`src/rtl/oport_pkg.sv`:
```
`timescale 1ns/1ps
package oport_pkg;

  typedef enum logic [1:0] {
    ST_OFF   = 2'd0,
    ST_CONV  = 2'd1,
    ST_SLEEP = 2'd2,
    ST_SHIFT = 2'd3
  } oport_state_e;

  function automatic int cnt_w(input int limit);
    return (limit < 1) ? 1 : $clog2(limit + 1);
  endfunction

endpackage

```
`src/rtl/oport_delay.sv`:
```
`timescale 1ns/1ps
module oport_delay #(
  parameter int LIMIT = 8
) (
  input  logic clk,
  input  logic rst_n,
  input  logic clr,
  output logic done
);
  localparam int W = oport_pkg::cnt_w(LIMIT);
  localparam logic [W-1:0] LIM = W'(LIMIT);

  logic [W-1:0] cnt_q;

  always_ff @(posedge clk) begin
    if (!rst_n)           cnt_q <= '0;
    else if (clr)         cnt_q <= '0;
    else if (cnt_q != LIM) cnt_q <= cnt_q + 1'b1;
  end

  assign done = (cnt_q == LIM);

  AST_DELAY_SATURATES: assert property (@(posedge clk) disable iff (!rst_n)
    (done && !clr) |=> done) else $error("delay left saturation");

endmodule

```
`src/rtl/oport_clkgen.sv`:
```
`timescale 1ns/1ps
module oport_clkgen #(
  parameter int SCK_DIV = 8,
  parameter int FRAME_W = 24
) (
  input  logic clk,
  input  logic rst_n,
  input  logic run,
  output logic sck_hi,
  output logic fall_stb,
  output logic last_stb
);
  localparam int HALF = SCK_DIV / 2;
  localparam int PW   = (SCK_DIV < 2) ? 1 : $clog2(SCK_DIV);
  localparam int BW   = (FRAME_W < 2) ? 1 : $clog2(FRAME_W);
  localparam logic [PW-1:0] PH_HI_END = PW'(HALF - 1);
  localparam logic [PW-1:0] PH_WRAP   = PW'(SCK_DIV - 1);
  localparam logic [PW-1:0] PH_HALF   = PW'(HALF);
  localparam logic [BW-1:0] BIT_LAST  = BW'(FRAME_W - 1);

  logic [PW-1:0] phase_q;
  logic [BW-1:0] bit_q;
  logic          end_hi;
  logic          is_last;

  always_ff @(posedge clk) begin
    if (!rst_n || !run) begin
      phase_q <= '0;
      bit_q   <= '0;
    end else if (phase_q == PH_WRAP) begin
      phase_q <= '0;
      bit_q   <= bit_q + 1'b1;
    end else begin
      phase_q <= phase_q + 1'b1;
    end
  end

  assign end_hi   = run && (phase_q == PH_HI_END);
  assign is_last  = (bit_q == BIT_LAST);
  assign fall_stb = end_hi && !is_last;
  assign last_stb = end_hi && is_last;
  assign sck_hi   = (phase_q < PH_HALF);

  AST_BIT_IN_FRAME: assert property (@(posedge clk) disable iff (!rst_n)
    run |-> (bit_q <= BIT_LAST)) else $error("bit count past frame");

  AST_FALL_THEN_LOW: assert property (@(posedge clk) disable iff (!rst_n)
    (fall_stb && run) |=> (!run || !sck_hi)) else $error("no fall after strobe");

endmodule

```
`src/rtl/oport_shifter.sv`:
```
`timescale 1ns/1ps
module oport_shifter #(
  parameter int W = 24
) (
  input  logic         clk,
  input  logic         rst_n,
  input  logic         load,
  input  logic         shift,
  input  logic [W-1:0] din,
  output logic         msb
);
  logic [W-1:0] sh_q;

  always_ff @(posedge clk) begin
    if (!rst_n)     sh_q <= '1;
    else if (load)  sh_q <= din;
    else if (shift) sh_q <= {sh_q[W-2:0], 1'b1};
  end

  assign msb = sh_q[W-1];

  AST_SDO_HOLDS: assert property (@(posedge clk) disable iff (!rst_n)
    (!load && !shift) |=> $stable(msb)) else $error("data bit moved");

endmodule

```
`src/rtl/oport_sdo_tx.sv`:
```
`timescale 1ns/1ps
module oport_sdo_tx #(
  parameter int DATA_W   = 23,
  parameter int SCK_DIV  = 8,
  parameter int CONV_CYC = 32
) (
  input  logic              clk,
  input  logic              rst_n,
  input  logic              start,
  input  logic              cs_n,
  input  logic              res_valid,
  output logic              res_ready,
  input  logic [DATA_W-1:0] res_data,
  output logic              sck,
  output logic              sck_oe,
  output logic              sdo,
  output logic              sdo_oe
);
  import oport_pkg::*;

  localparam int FRAME_W = DATA_W + 1;
  localparam int HALF    = SCK_DIV / 2;

  oport_state_e state_q, state_d;
  logic conv_done, sleep_done;
  logic sck_hi, fall_stb, last_stb;
  logic accept, go_shift, frame_on, data_msb;

  assign frame_on  = (state_q == ST_SHIFT);
  assign res_ready = (state_q == ST_CONV) && conv_done;
  assign accept    = res_valid && res_ready;
  assign go_shift  = (state_q == ST_SLEEP) && !cs_n && sleep_done;

  oport_delay #(.LIMIT(CONV_CYC)) u_conv_tmr (
    .clk(clk), .rst_n(rst_n),
    .clr(state_q != ST_CONV),
    .done(conv_done)
  );

  oport_delay #(.LIMIT(HALF - 1)) u_sleep_tmr (
    .clk(clk), .rst_n(rst_n),
    .clr((state_q != ST_SLEEP) || cs_n),
    .done(sleep_done)
  );

  oport_clkgen #(.SCK_DIV(SCK_DIV), .FRAME_W(FRAME_W)) u_clkgen (
    .clk(clk), .rst_n(rst_n),
    .run(frame_on && !cs_n),
    .sck_hi(sck_hi), .fall_stb(fall_stb), .last_stb(last_stb)
  );

  oport_shifter #(.W(FRAME_W)) u_shift (
    .clk(clk), .rst_n(rst_n),
    .load(accept),
    .shift(frame_on && fall_stb),
    .din({1'b0, res_data}),
    .msb(data_msb)
  );

  always_comb begin
    state_d = state_q;
    unique case (state_q)
      ST_OFF:   if (start) state_d = ST_CONV;
      ST_CONV:  if (accept) state_d = ST_SLEEP;
      ST_SLEEP: if (go_shift) state_d = ST_SHIFT;
      ST_SHIFT: if (cs_n || last_stb) state_d = ST_CONV;
      default:  state_d = ST_OFF;
    endcase
  end

  always_ff @(posedge clk) begin
    if (!rst_n) state_q <= ST_OFF;
    else        state_q <= state_d;
  end

  always_comb begin
    unique case (state_q)
      ST_SLEEP: begin sck = 1'b0;   sdo = 1'b0;     end
      ST_SHIFT: begin sck = sck_hi; sdo = data_msb; end
      default:  begin sck = 1'b1;   sdo = 1'b1;     end
    endcase
  end

  assign sck_oe = (state_q != ST_OFF);
  assign sdo_oe = (state_q != ST_OFF) && !cs_n;

  AST_OFF_QUIET: assert property (@(posedge clk) disable iff (!rst_n)
    (!sck_oe) |-> (!sdo_oe && !res_ready)) else $error("outputs live while off");

  AST_READY_IN_CONV: assert property (@(posedge clk) disable iff (!rst_n)
    $rose(res_ready) |-> (sck && sdo)) else $error("ready outside conversion");

  AST_SLEEP_AFTER_XFER: assert property (@(posedge clk) disable iff (!rst_n)
    accept |=> (!sck && !sdo && !res_ready)) else $error("no sleep after transfer");

  AST_SLEEP_MIN: assert property (@(posedge clk) disable iff (!rst_n)
    (frame_on && $past(state_q) == ST_SLEEP) |-> $past(sleep_done))
    else $error("frame began early");

  AST_FRAME_END: assert property (@(posedge clk) disable iff (!rst_n)
    (frame_on && last_stb && !cs_n) |=> (sck && sdo && !res_ready))
    else $error("frame end wrong");

  AST_ABORT: assert property (@(posedge clk) disable iff (!rst_n)
    (frame_on && cs_n) |=> (sck && !res_ready)) else $error("abort failed");

endmodule

```
`config.mk`:
```
export PLATFORM = sky130hd
export DESIGN_NAME = oport_sdo_tx
export DESIGN_NICKNAME = d
export VERILOG_FILES = /design/src/rtl/oport_pkg.sv /design/src/rtl/oport_delay.sv /design/src/rtl/oport_clkgen.sv /design/src/rtl/oport_shifter.sv /design/src/rtl/oport_sdo_tx.sv
export SDC_FILE = /design/constraint.sdc
export NUM_CORES = 1
export LEC_CHECK = 0
export BUFFER_PORTS_ARGS = -buffer_cell sky130_fd_sc_hd__buf_2
export CORE_MARGIN = 5
export CORE_UTILIZATION = 30
export DETAILED_ROUTE_END_ITERATION = 16
export GPL_TIMING_DRIVEN = 0
export SETUP_SLACK_MARGIN = 0.4
export SYNTH_ARGS = -nofsm -noshare
export SYNTH_HDL_FRONTEND = slang
export SYNTH_SLANG_ARGS = --single-unit
```
`constraint.sdc`:
```
create_clock -name clk -period 2.6 [get_ports clk]
set_input_delay 0.52 -clock clk [delete_from_list [all_inputs] [get_ports clk]]
set_output_delay 0.52 -clock clk [all_outputs]
set_load 0.05 [all_outputs]
```
# Yosys cells after proc, flatten, opt, wreduce, memory -nomap -nowiden
# Index checks and enable logic that the tools add are counted.
[classes]
addsub = 4
n_lt_le_gt_ge = 1
n_eq_ne = 16
n_mux = 9
bitwise_logic = 1
n_reduce_logical = 24
[ops]
columns = ["cell", "count"]
rows = [
  ["24-bit two-way mux", 2],
  ["1-bit logical AND", 10],
  ["2-bit inequality test (second input constant)", 5],
  ["2-bit two-way mux", 4],
  ["2-bit case mux with 4 select lines", 1],
  ["6-bit by 1-bit adder with 6-bit output (second input constant)", 1],
  ["2-bit == test (second input constant)", 3],
  ["6-bit == test (second input constant)", 1],
  ["6-bit inequality test (second input constant)", 1],
  ["2-bit OR reduction", 3],
  ["5-bit by 1-bit adder with 5-bit output (second input constant)", 1],
  ["5-bit == test (second input constant)", 1],
  ["1-bit zero test", 4],
  ["2-bit by 1-bit inequality test with 1-bit output (second input constant)", 2],
  ["1-bit case mux with 2 select lines", 2],
  ["4-bit AND reduction", 1],
  ["2-bit nonzero test", 2],
  ["3-bit by 1-bit adder with 3-bit output (second input constant)", 1],
  ["3-bit by 2-bit == test with 1-bit output (second input constant)", 1],
  ["3-bit == test (second input constant)", 1],
  ["1-bit logical OR", 3],
  ["3-bit less-than comparator (second input constant)", 1],
  ["2-bit by 1-bit adder with 2-bit output (second input constant)", 1],
  ["2-bit by 1-bit == test with 1-bit output (second input constant)", 1],
  ["other kinds (2)", 2],
]
[word_totals]
register_bits = 42
in_bits = 28
out_inout_bits = 5
wordCells = 61

# Longest topological paths before layout
# Gate-level depths: netlist of the first run.
[logic_depth]
depth_word = 7
ltp_mapped = 8
ltp_nobuf = 6

# By module
# From an unflattened synthesis of the first run, not the netlist that was laid out.
[unflattened]
hier_cells = 219
area_unflattened_um2 = 2267.2
[modules_own_cells]
columns = ["mod", "n_inst", "cells_each", "area_per_inst_um2", "seq_area_each_um2"]
rows = [
  ["oport_shifter", 1, 106, 1236.2, 480.5],
  ["oport_clkgen", 1, 37, 382.9, 160.2],
  ["oport_delay (u_conv_tmr)", 1, 33, 296.5, 120.1],
  ["oport_sdo_tx", 1, 34, 254.0, 40.0],
  ["oport_delay (u_sleep_tmr)", 1, 9, 97.6, 40.0],
]

# Least setup slack after synthesis of the first run
# Ideal clock, no wire load.
[synth_timing]
kind = "register -> output"
startpoint = "register state_q[0]"
endpoint = "output port sck"
arrival_time_ns = 1.525
required_time_ns = 2.080
setup_slack_ns = 0.555
stages_incl_launch_ff = 5
path_buffers = 0
path_cell_list = "dfxtp_1 inv_1 ha_1 nor2b_1 a21oi_1"
[synth_via]
elab_chain_len = 2
elab_cells_between_ends = 3
cone_classes = "eq/ne: 2; mux: 1"
[synth_lines]
columns = ["element", "line", "text"]
rows = [
  ["start, declared", "oport_sdo_tx.sv:24", "oport_state_e state_q, state_d;"],
  ["start signal, assigned", "oport_sdo_tx.sv:73", "else state_q <= state_d;"],
  ["2-bit == test", "oport_sdo_tx.sv:77", "unique case (state_q)"],
  ["1-bit case mux with 2 select lines *", "oport_sdo_tx.sv:77", ""],
  ["end, declared", "oport_sdo_tx.sv:14", "output logic sck,"],
]
# Every way passes the cells marked *; elsewhere a longest branch is shown, timed or not.

# Final worst setup path of the first run
# Same ends and word-level chain as after synthesis.

==> results by group, run 1 <==
Run status
  • Status: finished, final reports clean

Worst setup path
  • Crit-path leading delay family: flip-flops
  • Worst Path Max Fanout: 4
  • Required time of the critical path: 2080 ps
  • CP max-delay cell: dfxtp_1
  • Startpoint class of the critical path: flip-flop
  • Arrival @ worst endpoint: 1560 ps
  • Critical path endpoint category: output port
  • Crit path largest cell delay: a little under 400 ps
  • Crit-path cells: inv_1 > ha_1 > nor2b_1 > a21oi_1 > buf_2
  • Kind of critical path: flip-flop to output port
  • Worst path bufs/invs: 2

Pwr
  • Clk pwr share: 0.340
  • Worst IR drop on VDD: slightly below 0.5 mV
  • PwrDens: between 600 and 700 mW/mm2
  • Switching portion of total power: 0.3003
  • Static leakage: about 1.0 nW
  • Switch Pwr: between 0.0004 and 0.0005 W
  • Combinational power share: 0.208
  • Share of power burned in registers: 0.452
  • Int Pwr: 0.001055 W

Floorplanning
  • Die Wd: just over 90 um
  • Cell row count: 29
  • Die footprint: about 0.0084 mm2
  • Core Area: 0.006422 mm2
  • I/O Pins: 33
  • Die height: ~92 um
  • Starting Density: 0.3133

Clock tree
  • CTS Sinks: between 40 and 50
  • CTS Buf Count: 5
  • Clk slew on worst S/H paths: approximately 80 ps
  • Hold_buf cts: 0
  • Worst skew pair latency: just under 300 ps
  • Root buf cell: clkbuf_8
  • Max clock buf depth: 2
  • TritonCTS clock tree: built
  • H-tree levels: 2

Drt
  • Number of vias per cell: between 4 and 5
  • Number of DRC markers in iteration 0: 60
  • Final wirelength: approximately 4200 um
  • Vias: ~1700
  • Average wire per standard cell: between 10 and 15 um
  • Residual DRC: 0
  • Routed Antenna Nets: 0
  • Drt pass-1 iters: 5

Yosys
  • Seq/Total Area, Yosys: 0.4179
  • Post-synth EDFFs: 0
  • Ys async rst share: 0
  • Syn Area/Cell: approximately 8.7 um2
  • Synthesized area: a little over 0.002 mm2
  • Post-synth top flop: dfxtp_1
  • Synth warn: 0
  • Syn_nets: 270
  • Yosys cell types: 33
  • Post-Synthesis Cells: roughly 230
  • Yosys reg bits: 42

STA
  • Final hold violation count: 0
  • Final min period: 2080 ps
  • Final Skew: slightly below 9 ps
  • Final Setup Violations: 0
  • Slew @ Worst Pin: between 400 and 500 ps
  • Setup_tns: 0 ps
  • RSZ-0062 raised after global routing: false
  • Period utilization: 0.7999
  • Fin Hold WS: around 420 ps
  • Rel. slew slack: 0.7084
  • Max Clock Freq: approximately 480 MHz
  • Slew Viols, Final: 0

Global routing
  • GRT Overall Usage: 0.1093
  • Vias in the first global route: 1691
  • Global route overflow: 0
  • Largest net degree at the start of global routing: 14
  • First-pass GRT wire length: about 7600 um
  • Initial antenna violation count: 0

Finish
  • Layout cell share with drive strength beyond 1: 0.1838
  • Fillers: 679
  • Nets: between 300 and 400
  • Final Util: 0.3731
  • Area Growth Syn to Fin: 19.09%
  • # diodes: 0
  • Commonest non-fill, non-tap cell in the layout: dfxtp_1
  • Leading cell types in the layout, fill and taps excluded: dfxtp_1 (42), buf_2 (37), nor2_1 (35)

Flow run
  • Max_cap viols: 0

Placement
  • IO Port Bufs: 32
  • DPL Wire Length: roughly 3100 um
  • Gp weighted congestion: roughly 0.73

Worst hold path
  • Hold Crit Class: flip-flop to flip-flop
worst paths after layout:
path                                          start                   to  slack [ps]  cells after the start
worst min-delay path            u_clkgen.phase_q[0]  u_clkgen.phase_q[0]         420                      1
worst max register to register  u_clkgen.phase_q[0]     u_shift.sh_q[10]         720                      7
worst max-delay path                     state_q[0]                  sck         520                      5
worst min register to register  u_clkgen.phase_q[0]  u_clkgen.phase_q[0]         420                      1
per-stage QoR:
| stage | worst slack (ps) | cell area [um2] | instances | power [W] |
|---|---|---|---|---|
| 4_1_cts | 435.5 | 2386 | 348 | 0.001521 |
| 5_1_grt | 443.4 | 2396 | 349 | 0.001577 |
| 3_5_place_dp | 568.4 | 2268 | 340 | 0.001012 |
| 6_report | 520.2 | 2396 | 349 | 0.001507 |
| 2_1_floorplan | 554.6 | 2012 | 231 | 0.0009288 |
| 3_3_place_gp | 593.8 | 2268 | 340 | 0.001009 |
power groups by stage:
| stage | combinational [W] | clock, W | sequential, W |
|---|---|---|---|
| 2_1_floorplan | 0.000237 | 0 | 0.000692 |
| 3_3_place_gp | 0.000313 | 0 | 0.000695 |
| 3_5_place_dp | 0.000316 | 0 | 0.000697 |
| 4_1_cts | 0.000317 | 0.000522 | 0.000682 |
| 5_1_grt | 0.000343 | 0.000551 | 0.000684 |
| 6_report | 0.000314 | 0.000512 | 0.000681 |
worst register-to-register path, stage by stage (launching register included):
cell and delay, ps:
dfxtp_1 310, ha_1 210, ha_1 190, and3b_1 210
nand2_1 180, buf_1 380, a211oi_1 130, o21ai_0 180
cells by family after synthesis:
logic type               synth area share
AO/OA/AOI/OAI                      0.1692
XOR/XNOR                          0.04353
adder cells (fa/ha/maj)           0.06841
buffers and inverters             0.04664
flip-flops                         0.4179
multiplexers                      0.02488
AND/OR/NAND/NOR                    0.2295
layout make-up:
cell class / count / area [um2] / share of cell area
inverters: 8 / 30.03 / 0.01253
multi-input cells: 166 / 1085 / 0.4527
plain buffers: 15 / 63.81 / 0.02663
well taps: 77 / 96.34 / 0.04021
repair buffers: 33 / 170.2 / 0.07102
flip-flops and latches: 42 / 840.8 / 0.3509
clock buffers: 6 / 72.57 / 0.03029
clock inverters: 2 / 37.54 / 0.01567
registers in the layout, summed over array words and instances (netlist names):
register	count
u_shift.sh_q	24
u_clkgen.bit_q	5
u_clkgen.phase_q	3
u_conv_tmr.cnt_q	6
u_sleep_tmr.cnt_q	2
state_q	2
cell usage after synthesis, types with 2 or more instances:
cell type  number  share of area
clkbuf_1        8          0.015
nor3b_1         2         0.0075
dfxtp_1        42           0.42
o21a_1          2         0.0075
nor3_1          5          0.012
xor2_1          6          0.026
and3_1         23          0.072
mux2i_1         5          0.025
nor2_1         36          0.067
nand3_1         2         0.0050
xnor2_1         4          0.017
a211oi_1       22          0.082
o21ai_0        17          0.042
nor2b_1         2         0.0062
inv_1           8          0.015
nand2_1         7          0.013
a21oi_1         2         0.0050
ha_1           11          0.068
buf_2           6          0.015
nand4_1         2         0.0062
o21ai_1         7          0.017
per-layer routing:
| layer | track usage | vias up | part of all wire |
|---|---|---|---|
| li1 | - | 890 | - |
| met1 | 0.1469 | 757 | 0.49 |
| met2 | 0.1685 | 29 | 0.45 |
| met3 | 0.03355 | 5 | 0.044 |
| met4 | 0.03342 | 0 | 0.0097 |
| met5 | 0 | - | 0 |
repair_timing:
action                     4_1_cts  5_1_grt
setup endpoints to repair        1        1
buffers inserted                 0        1
gates resized for setup          2        1
pin swaps                        0        1
cloned                           0        0
(Power assumes the default switching activity.)
==> run 2, diff against run 1 <==
==> constraint.sdc (replaced) <==
create_clock -name clk -period 1.72 [get_ports clk]
set_input_delay 0.344 -clock clk [delete_from_list [all_inputs] [get_ports clk]]
set_output_delay 0.344 -clock clk [all_outputs]
set_load 0.05 [all_outputs]
==> run 2 against run 1 <==
Effect of this change:
- cell area increased by 36%
- register-to-register slack got worse by 710 ps
- total power increased by 69%
- sequential power increased by 57%
- critical path depth increased by 2
- first-iteration DRC count decreased by 3.3%
- global-route usage increased by 1.9 points
- cell count increased by 6.3%
- clock skew increased by 3.7 ps
- routed wire length increased by 24%
- via count increased by 9.8%
- critical endpoint is now state_q[1]
- largest cell class unchanged
- largest power group unchanged
==> results by group, run 2 (synthesized netlist as in run 1, its figures left out) <==
Run status
  • Status: finished, final reports clean (unchanged)

Pwr
  • Combinational power share: 0.313 (was 0.208)
  • PwrDens: 779.4 mW/mm2 (was 629.0 mW/mm2)
  • Power Total: 0.002548 W (was 0.001507 W)
  • Int Pwr: 0.001709 W (was 0.001055 W)
  • Worst IR drop on VDD: 0.9744 mV (was 0.4802 mV)
  • Share of power burned in registers: 0.422 (was 0.452)
  • Clk pwr share: 0.265 (was 0.340)
  • Switch Pwr: 0.0008388 W (was 0.0004526 W)
  • Static leakage: 1.279 nW (was 1.039 nW)
  • Switching portion of total power: 0.3292 (was 0.3003)

Flow run
  • Max_cap viols: 0 (unchanged)

Floorplanning
  • Die footprint: 0.008444 mm2 (unchanged)
  • Core Area: 0.006422 mm2 (unchanged)
  • I/O Pins: 33 (unchanged)
  • Cell row count: 29 (unchanged)
  • Die height: 91.89 um (unchanged)
  • Die Wd: 91.89 um (unchanged)
  • Starting Density: 0.3133 (unchanged)

Finish
  • Commonest non-fill, non-tap cell in the layout: dfxtp_1 (unchanged)
  • Leading cell types in the layout, fill and taps excluded: dfxtp_1 (34), buf_2 (27), o21ai_1 (22) (was dfxtp_1 (42), buf_2 (37), nor2_1 (35))
  • Max reg flops: 24 (unchanged)
  • Nets: 332 (was 310)
  • Fin cells: 371 (was 349)
  • Top flop regs: u_shift.sh_q: 24 flops, u_conv_tmr.cnt_q: 6 flops, u_clkgen.bit_q: 5 flops (unchanged)
  • # diodes: 0 (unchanged)
  • Most flop-heavy register: u_shift.sh_q (unchanged)
  • Area Growth Syn to Fin: 62.50% (was 19.09%)
  • Layout cell share with drive strength beyond 1: 0.5544 (was 0.1838)

Placement
  • Cell count after placement: 340 (unchanged)
  • Gp weighted congestion: 0.7648 (was 0.7334)
  • DPL Wire Length: 3166 um (was 3089 um)
  • IO Port Bufs: 32 (unchanged)

Clock tree
  • TritonCTS clock tree: built (unchanged)
  • CTS Sinks: 42 (unchanged)
  • Worst skew pair latency: 300 ps (was 290 ps)
  • CTS Buf Count: 5 (unchanged)
  • H-tree levels: 2 (unchanged)
  • Max clock buf depth: 2 (unchanged)
  • Root buf cell: clkbuf_8 (unchanged)
  • Hold_buf cts: 0 (unchanged)
  • Clk slew on worst S/H paths: 80 ps (about the same)

Drt
  • Vias: 1846 (was 1681)
  • Number of DRC markers in iteration 0: 58 (was 60)
  • Number of vias per cell: 4.976 (was 4.817)
  • Residual DRC: 0 (unchanged)
  • Routed Antenna Nets: 0 (unchanged)
  • Average wire per standard cell: 14.15 um (was 12.13 um)
  • Final wirelength: 5249 um (was 4233 um)
  • Drt pass-1 iters: 4 (was 5)

Worst setup path
  • Startpoint class of the critical path: flip-flop (unchanged)
  • Worst Path Max Fanout: 8 (was 4)
  • CP max-delay cell: dfxtp_4 (was dfxtp_1)
  • Crit-path cells: inv_4 > ha_4 > nand2_2 > or3_1 > buf_6 > a211oi_4 > mux2i_1 (was inv_1 > ha_1 > nor2b_1 > a21oi_1 > buf_2)
  • Kind of critical path: flip-flop to flip-flop (was flip-flop to output port)
  • Crit path largest cell delay: 380 ps (was 390 ps)
  • Critical path endpoint category: flip-flop (was output port)
  • Required time of the critical path: 1940 ps (was 2080 ps)
  • Arrival @ worst endpoint: 1930 ps (was 1560 ps)

Global routing
  • Global route overflow: 0 (unchanged)
  • Largest net degree at the start of global routing: 14 (unchanged)
  • Initial antenna violation count: 0 (unchanged)
  • GRT Overall Usage: 0.1284 (was 0.1093)
  • First-pass GRT wire length: 8838 um (was 7631 um)
  • Vias in the first global route: 1929 (was 1691)

STA
  • Final Setup Violations: 0 (unchanged)
  • Max Clock Freq: between 500 and 600 MHz
  • Rel. slew slack: 0.6943 (was 0.7084)
  • Slew Viols, Final: 0 (unchanged)
  • Slew @ Worst Pin: 458.5 ps (was 437.4 ps)
  • Period utilization: 0.9918
  • Setup_tns: 0 ps (unchanged)
  • Final min period: around 1700 ps
  • Final hold violation count: 0 (unchanged)
  • Final Skew: 12.61 ps (was 8.940 ps)
  • RSZ-0062 raised after global routing: true (was false)

Worst hold path
  • Hold Crit Class: primary input to flip-flop (was flip-flop to flip-flop)
run 2: routing by layer:
layer / GRT usage / wire [um]
met1: 0.1606 / 2461
met2: 0.2147 / 2539
met3: 0.03601 / 203
met4: 0.03960 / 44
met5: 0 / 0
run 2: worst max-delay path: cells and delay by family (launching register included):
family | cells | cell delay [ps]
DFF | 1 | 380
and+or+nand+nor | 2 | 430
AOI/OAI and AO/OA | 1 | 250
muxes | 1 | 200
adders and majority gates | 1 | 130
buffers and inverters | 2 | 240
run 2: power groups by stage:
stage	Clock (W)	Combinational, W	Sequential, W
after floorplan	0	0.000440	0.00107
after global placement	0	0.000558	0.00107
after detailed placement	0	0.000565	0.00107
after CTS	0.000698	0.000775	0.00107
after global routing	0.000738	0.000863	0.00108
final	0.000676	0.000798	0.00107
run 2: worst paths after layout:
kind	startpoint	endpoint	slack (ps)	cells after the start
max	state_q[1]	state_q[1]	10	7
min	res_data[18]	u_shift.sh_q[18]	300	3
max reg2reg	state_q[1]	state_q[1]	10	7
min reg2reg	u_clkgen.phase_q[0]	u_clkgen.phase_q[0]	440	1
run 2: through the flow:
| step | setup slack, ps | area, um2 | hold slack (ps) | utilization |
|---|---|---|---|---|
| floorplan | 142.2 | 2232 | 420.9 | - |
| global placement | -98.22 | 2489 | 432.3 | 0.3875 |
| detailed placement | -124.7 | 2489 | 445.8 | 0.3875 |
| CTS | -23.96 | 3141 | 297.5 | 0.4890 |
| global route | -61.05 | 3269 | 298.0 | 0.5091 |
| finish | 14.10 | 3269 | 302.0 | 0.5091 |
run 2: what timing repair did:
action / 4_1_cts / 5_1_grt
pin swaps: 35 / 32
buffers inserted: 17 / 1
gates cloned: 4 / 1
gates resized for setup: 102 / 32
endpoints found under the setup margin: 39 / 39
run 2: final cells by class:
class | count | area (um2)
fill | 569 | 3153
multi-input combinational | 166 | 1548
sequential | 42 | 855.8
timing repair buffer | 55 | 473.0
buffer | 15 | 163.9
tap | 77 | 96.34
clock buffer | 6 | 82.58
inverter | 8 | 38.79
clock inverter | 2 | 11.26
==> run 3, diff against run 2 <==
--- a/config.mk
+++ b/config.mk
@@ -6,10 +6,13 @@
 export NUM_CORES = 1
 export LEC_CHECK = 0
 export BUFFER_PORTS_ARGS = -buffer_cell sky130_fd_sc_hd__buf_2
+export CELL_PAD_IN_SITES_DETAIL_PLACEMENT = 0
+export CELL_PAD_IN_SITES_GLOBAL_PLACEMENT = 1
 export CORE_MARGIN = 5
 export CORE_UTILIZATION = 30
 export DETAILED_ROUTE_END_ITERATION = 16
 export GPL_TIMING_DRIVEN = 0
+export PLACE_DENSITY_LB_ADDON = 0.1
 export SETUP_SLACK_MARGIN = 0.4
 export SYNTH_ARGS = -nofsm -noshare
 export SYNTH_HDL_FRONTEND = slang
==> run 3 against run 2 <==
Effect of this change:
- highest routed layer unchanged
- clock skew is 9.3 ps lower
- worst setup slack worse by 11 ps
- total power is 1.4% higher
- clock-buffer cell count is 1 higher
- worst hold slack better by 2.8 ps
==> results by group, run 3 (synthesized netlist as in run 1, its figures left out) <==
Run status
  • Status: finished, final reports clean (unchanged)

Finish
  • Nets: 339 (was 332)
  • Top flop regs: u_shift.sh_q: 24 flops, u_conv_tmr.cnt_q: 6 flops, u_clkgen.bit_q: 5 flops (unchanged)
  • Non-Filler Cell Area, Final: 0.003396 mm2 (was 0.003269 mm2)
  • Max reg flops: 24 (unchanged)
  • Layout cell share with drive strength beyond 1: 0.5980 (was 0.5544)
  • Most flop-heavy register: u_shift.sh_q (unchanged)
  • Commonest non-fill, non-tap cell in the layout: dfxtp_1 (unchanged)
  • Leading cell types in the layout, fill and taps excluded: dfxtp_1 (33), buf_2 (28), o21ai_1 (23) (was dfxtp_1 (34), buf_2 (27), o21ai_1 (22))
  • # diodes: 0 (unchanged)
  • Fillers: 611 (was 569)
  • Final Util: 0.5287 (was 0.5091)
  • Area Growth Syn to Fin: 68.78% (was 62.50%)

Floorplanning
  • Die Wd: 91.89 um (unchanged)
  • Cell row count: 29 (unchanged)
  • Core Area: 0.006422 mm2 (unchanged)
  • Starting Density: 0.3133 (unchanged)
  • I/O Pins: 33 (unchanged)
  • Die footprint: 0.008444 mm2 (unchanged)
  • Die height: 91.89 um (unchanged)

Placement
  • Gp weighted congestion: 0.6982 (was 0.7648)
  • Placed Area: 0.002489 mm2 (unchanged)
  • DPL Wire Length: 3211 um (was 3166 um)
  • Minimum setup slack after placement: -115.7 ps (was -124.7 ps)
  • IO Port Bufs: 32 (unchanged)

STA
  • Max Clock Freq: 582.5 MHz (was 586.2 MHz)
  • Final worst-path setup slack: 3.251 ps (was 14.10 ps)
  • Slew Viols, Final: 0 (unchanged)
  • RSZ-0062 raised after global routing: true (unchanged)
  • Fin Hold WS: 304.8 ps (was 302.0 ps)
  • Period utilization: 0.9981 (was 0.9918)
  • Final min period: 1717 ps (was 1706 ps)
  • Rel. slew slack: 0.6941 (was 0.6943)
  • Final hold violation count: 0 (unchanged)
  • Slew @ Worst Pin: 458.9 ps (was 458.5 ps)
  • Final Setup Violations: 0 (unchanged)
  • Final Skew: 3.318 ps (was 12.61 ps)

Worst setup path
  • Worst Path Max Fanout: 7 (was 8)
  • Register-to-Register Path Depth: 7 (unchanged)
  • Crit path largest cell delay: 380 ps (about the same)
  • Required time of the critical path: 1940 ps (about the same)
  • Startpoint class of the critical path: flip-flop (unchanged)
  • Kind of critical path: flip-flop to flip-flop (unchanged)
  • Arrival @ worst endpoint: 1940 ps (was 1930 ps)
  • Critical path endpoint category: flip-flop (unchanged)
  • CP max-delay cell: dfxtp_4 (unchanged)
  • R2r setup slk: 3 ps (was 10 ps)
  • Crit-path cells: inv_4 > ha_4 > nand2_2 > or3_1 > buf_6 > a211oi_4 > mux2i_1 (unchanged)
  • FF-to-FF Start: state_q[1] (unchanged)
  • CP Launch Point: state_q[1] (unchanged)

Flow run
  • Max_cap viols: 0 (unchanged)

Global routing
  • First-pass GRT wire length: 8866 um (was 8838 um)
  • Initial antenna violation count: 0 (unchanged)
  • GRT Overall Usage: 0.1298 (was 0.1284)
  • Global route overflow: 0 (unchanged)
  • Vias in the first global route: 1894 (was 1929)
  • Largest net degree at the start of global routing: 13 (was 14)

Clock tree
  • Worst skew pair latency: 290 ps (was 300 ps)
  • CTS Buf Count: 5 (unchanged)
  • CTS Sinks: 42 (unchanged)
  • Hold_buf cts: 0 (unchanged)
  • H-tree levels: 2 (unchanged)
  • Root buf cell: clkbuf_8 (unchanged)
  • TritonCTS clock tree: built (unchanged)
  • Clk slew on worst S/H paths: 80 ps (about the same)
  • Max clock buf depth: 2 (unchanged)

Drt
  • Average wire per standard cell: 14.37 um (was 14.15 um)
  • Routed Antenna Nets: 0 (unchanged)
  • Drt pass-1 iters: 4 (unchanged)
  • Final wirelength: 5432 um (was 5249 um)
  • Residual DRC: 0 (unchanged)
  • Number of vias per cell: 4.981 (was 4.976)
  • Number of DRC markers in iteration 0: 36 (was 58)
  • Vias: 1883 (was 1846)

Worst hold path
  • Hold Crit Class: primary input to flip-flop (unchanged)
  • Hold Path Origin: res_data[5] (was res_data[18])
  • Hold Path Stages: 3 (unchanged)

Pwr
  • Power Total: 0.002584 W (was 0.002548 W)
  • PwrDens: 761.0 mW/mm2 (was 779.4 mW/mm2)
  • Static leakage: 1.326 nW (was 1.279 nW)
  • Worst IR drop on VDD: 0.9824 mV (was 0.9744 mV)
-- run 3: changes by cell type in the layout (fill, tap and decap cells not counted), moves of 2 or more --
cell / previous run / this run
and3_1: 11 / 6
nor2_1: 18 / 13
buf_4: 13 / 17
nor2_2: 5 / 9
buf_6: 11 / 13
and3_4: 12 / 17
-- run 3: metrics by stage --
step                      instances  setup TNS (ps)
after floorplan                 231               0
after CTS                       365          -28.79
final                           378               0
after global routing            378          -285.0
after global placement          340           -1710
after detailed placement        340           -1631
-- run 3: what timing repair did --
item / 4_1_cts / 5_1_grt
setup endpoints to repair: 39 / 37
gates cloned: 4 / 2
resized for setup: 104 / 48
pin swaps: 56 / 49
buffers inserted: 13 / 11
-- run 3: power breakdown --
group	internal [W]	switching [W]
Sequential	0.00102	0.0000555
Combinational	0.000404	0.000439
Clock	0.000325	0.000345
Total	0.00174	0.000840
-- run 3: routing by layer --
metal	vias to the layer above	wire length (um)	share of wire	global-route usage
li1	957	-	-	-
met1	898	2574	0.47	0.1705
met2	23	2562	0.47	0.2044
met3	5	241	0.044	0.03928
met4	0	54	0.0099	0.04084
met5	-	0	0	0
-- run 3: layout make-up --
type,count,area [um2],share of cell area
buffer,15,171.4,0.05048
timing repair buffer,62,535.5,0.1577
multi-input combinational,166,1605,0.4727
sequential,42,857.1,0.2524
tap,77,96.34,0.02837
clock buffer,7,86.33,0.02542
clock inverter,1,5.005,0.001474
inverter,8,38.79,0.01142
-- run 3: path summary, 6_finish.rpt --
check                                    endpoint
worst max-delay path                   state_q[1]
worst min-delay path              u_shift.sh_q[5]
worst min register to register  u_clkgen.bit_q[1]
worst max register to register         state_q[1]
-- run 3: critical path: cells and delay by family (launching register included) --
family                   cells  cell delay [ps]
AO/OA/AOI/OAI                1              260
adder cells (fa/ha/maj)      1              140
buffers and inverters        2              240
flip-flops                   1              380
multiplexers                 1              200
AND/OR/NAND/NOR              2              430
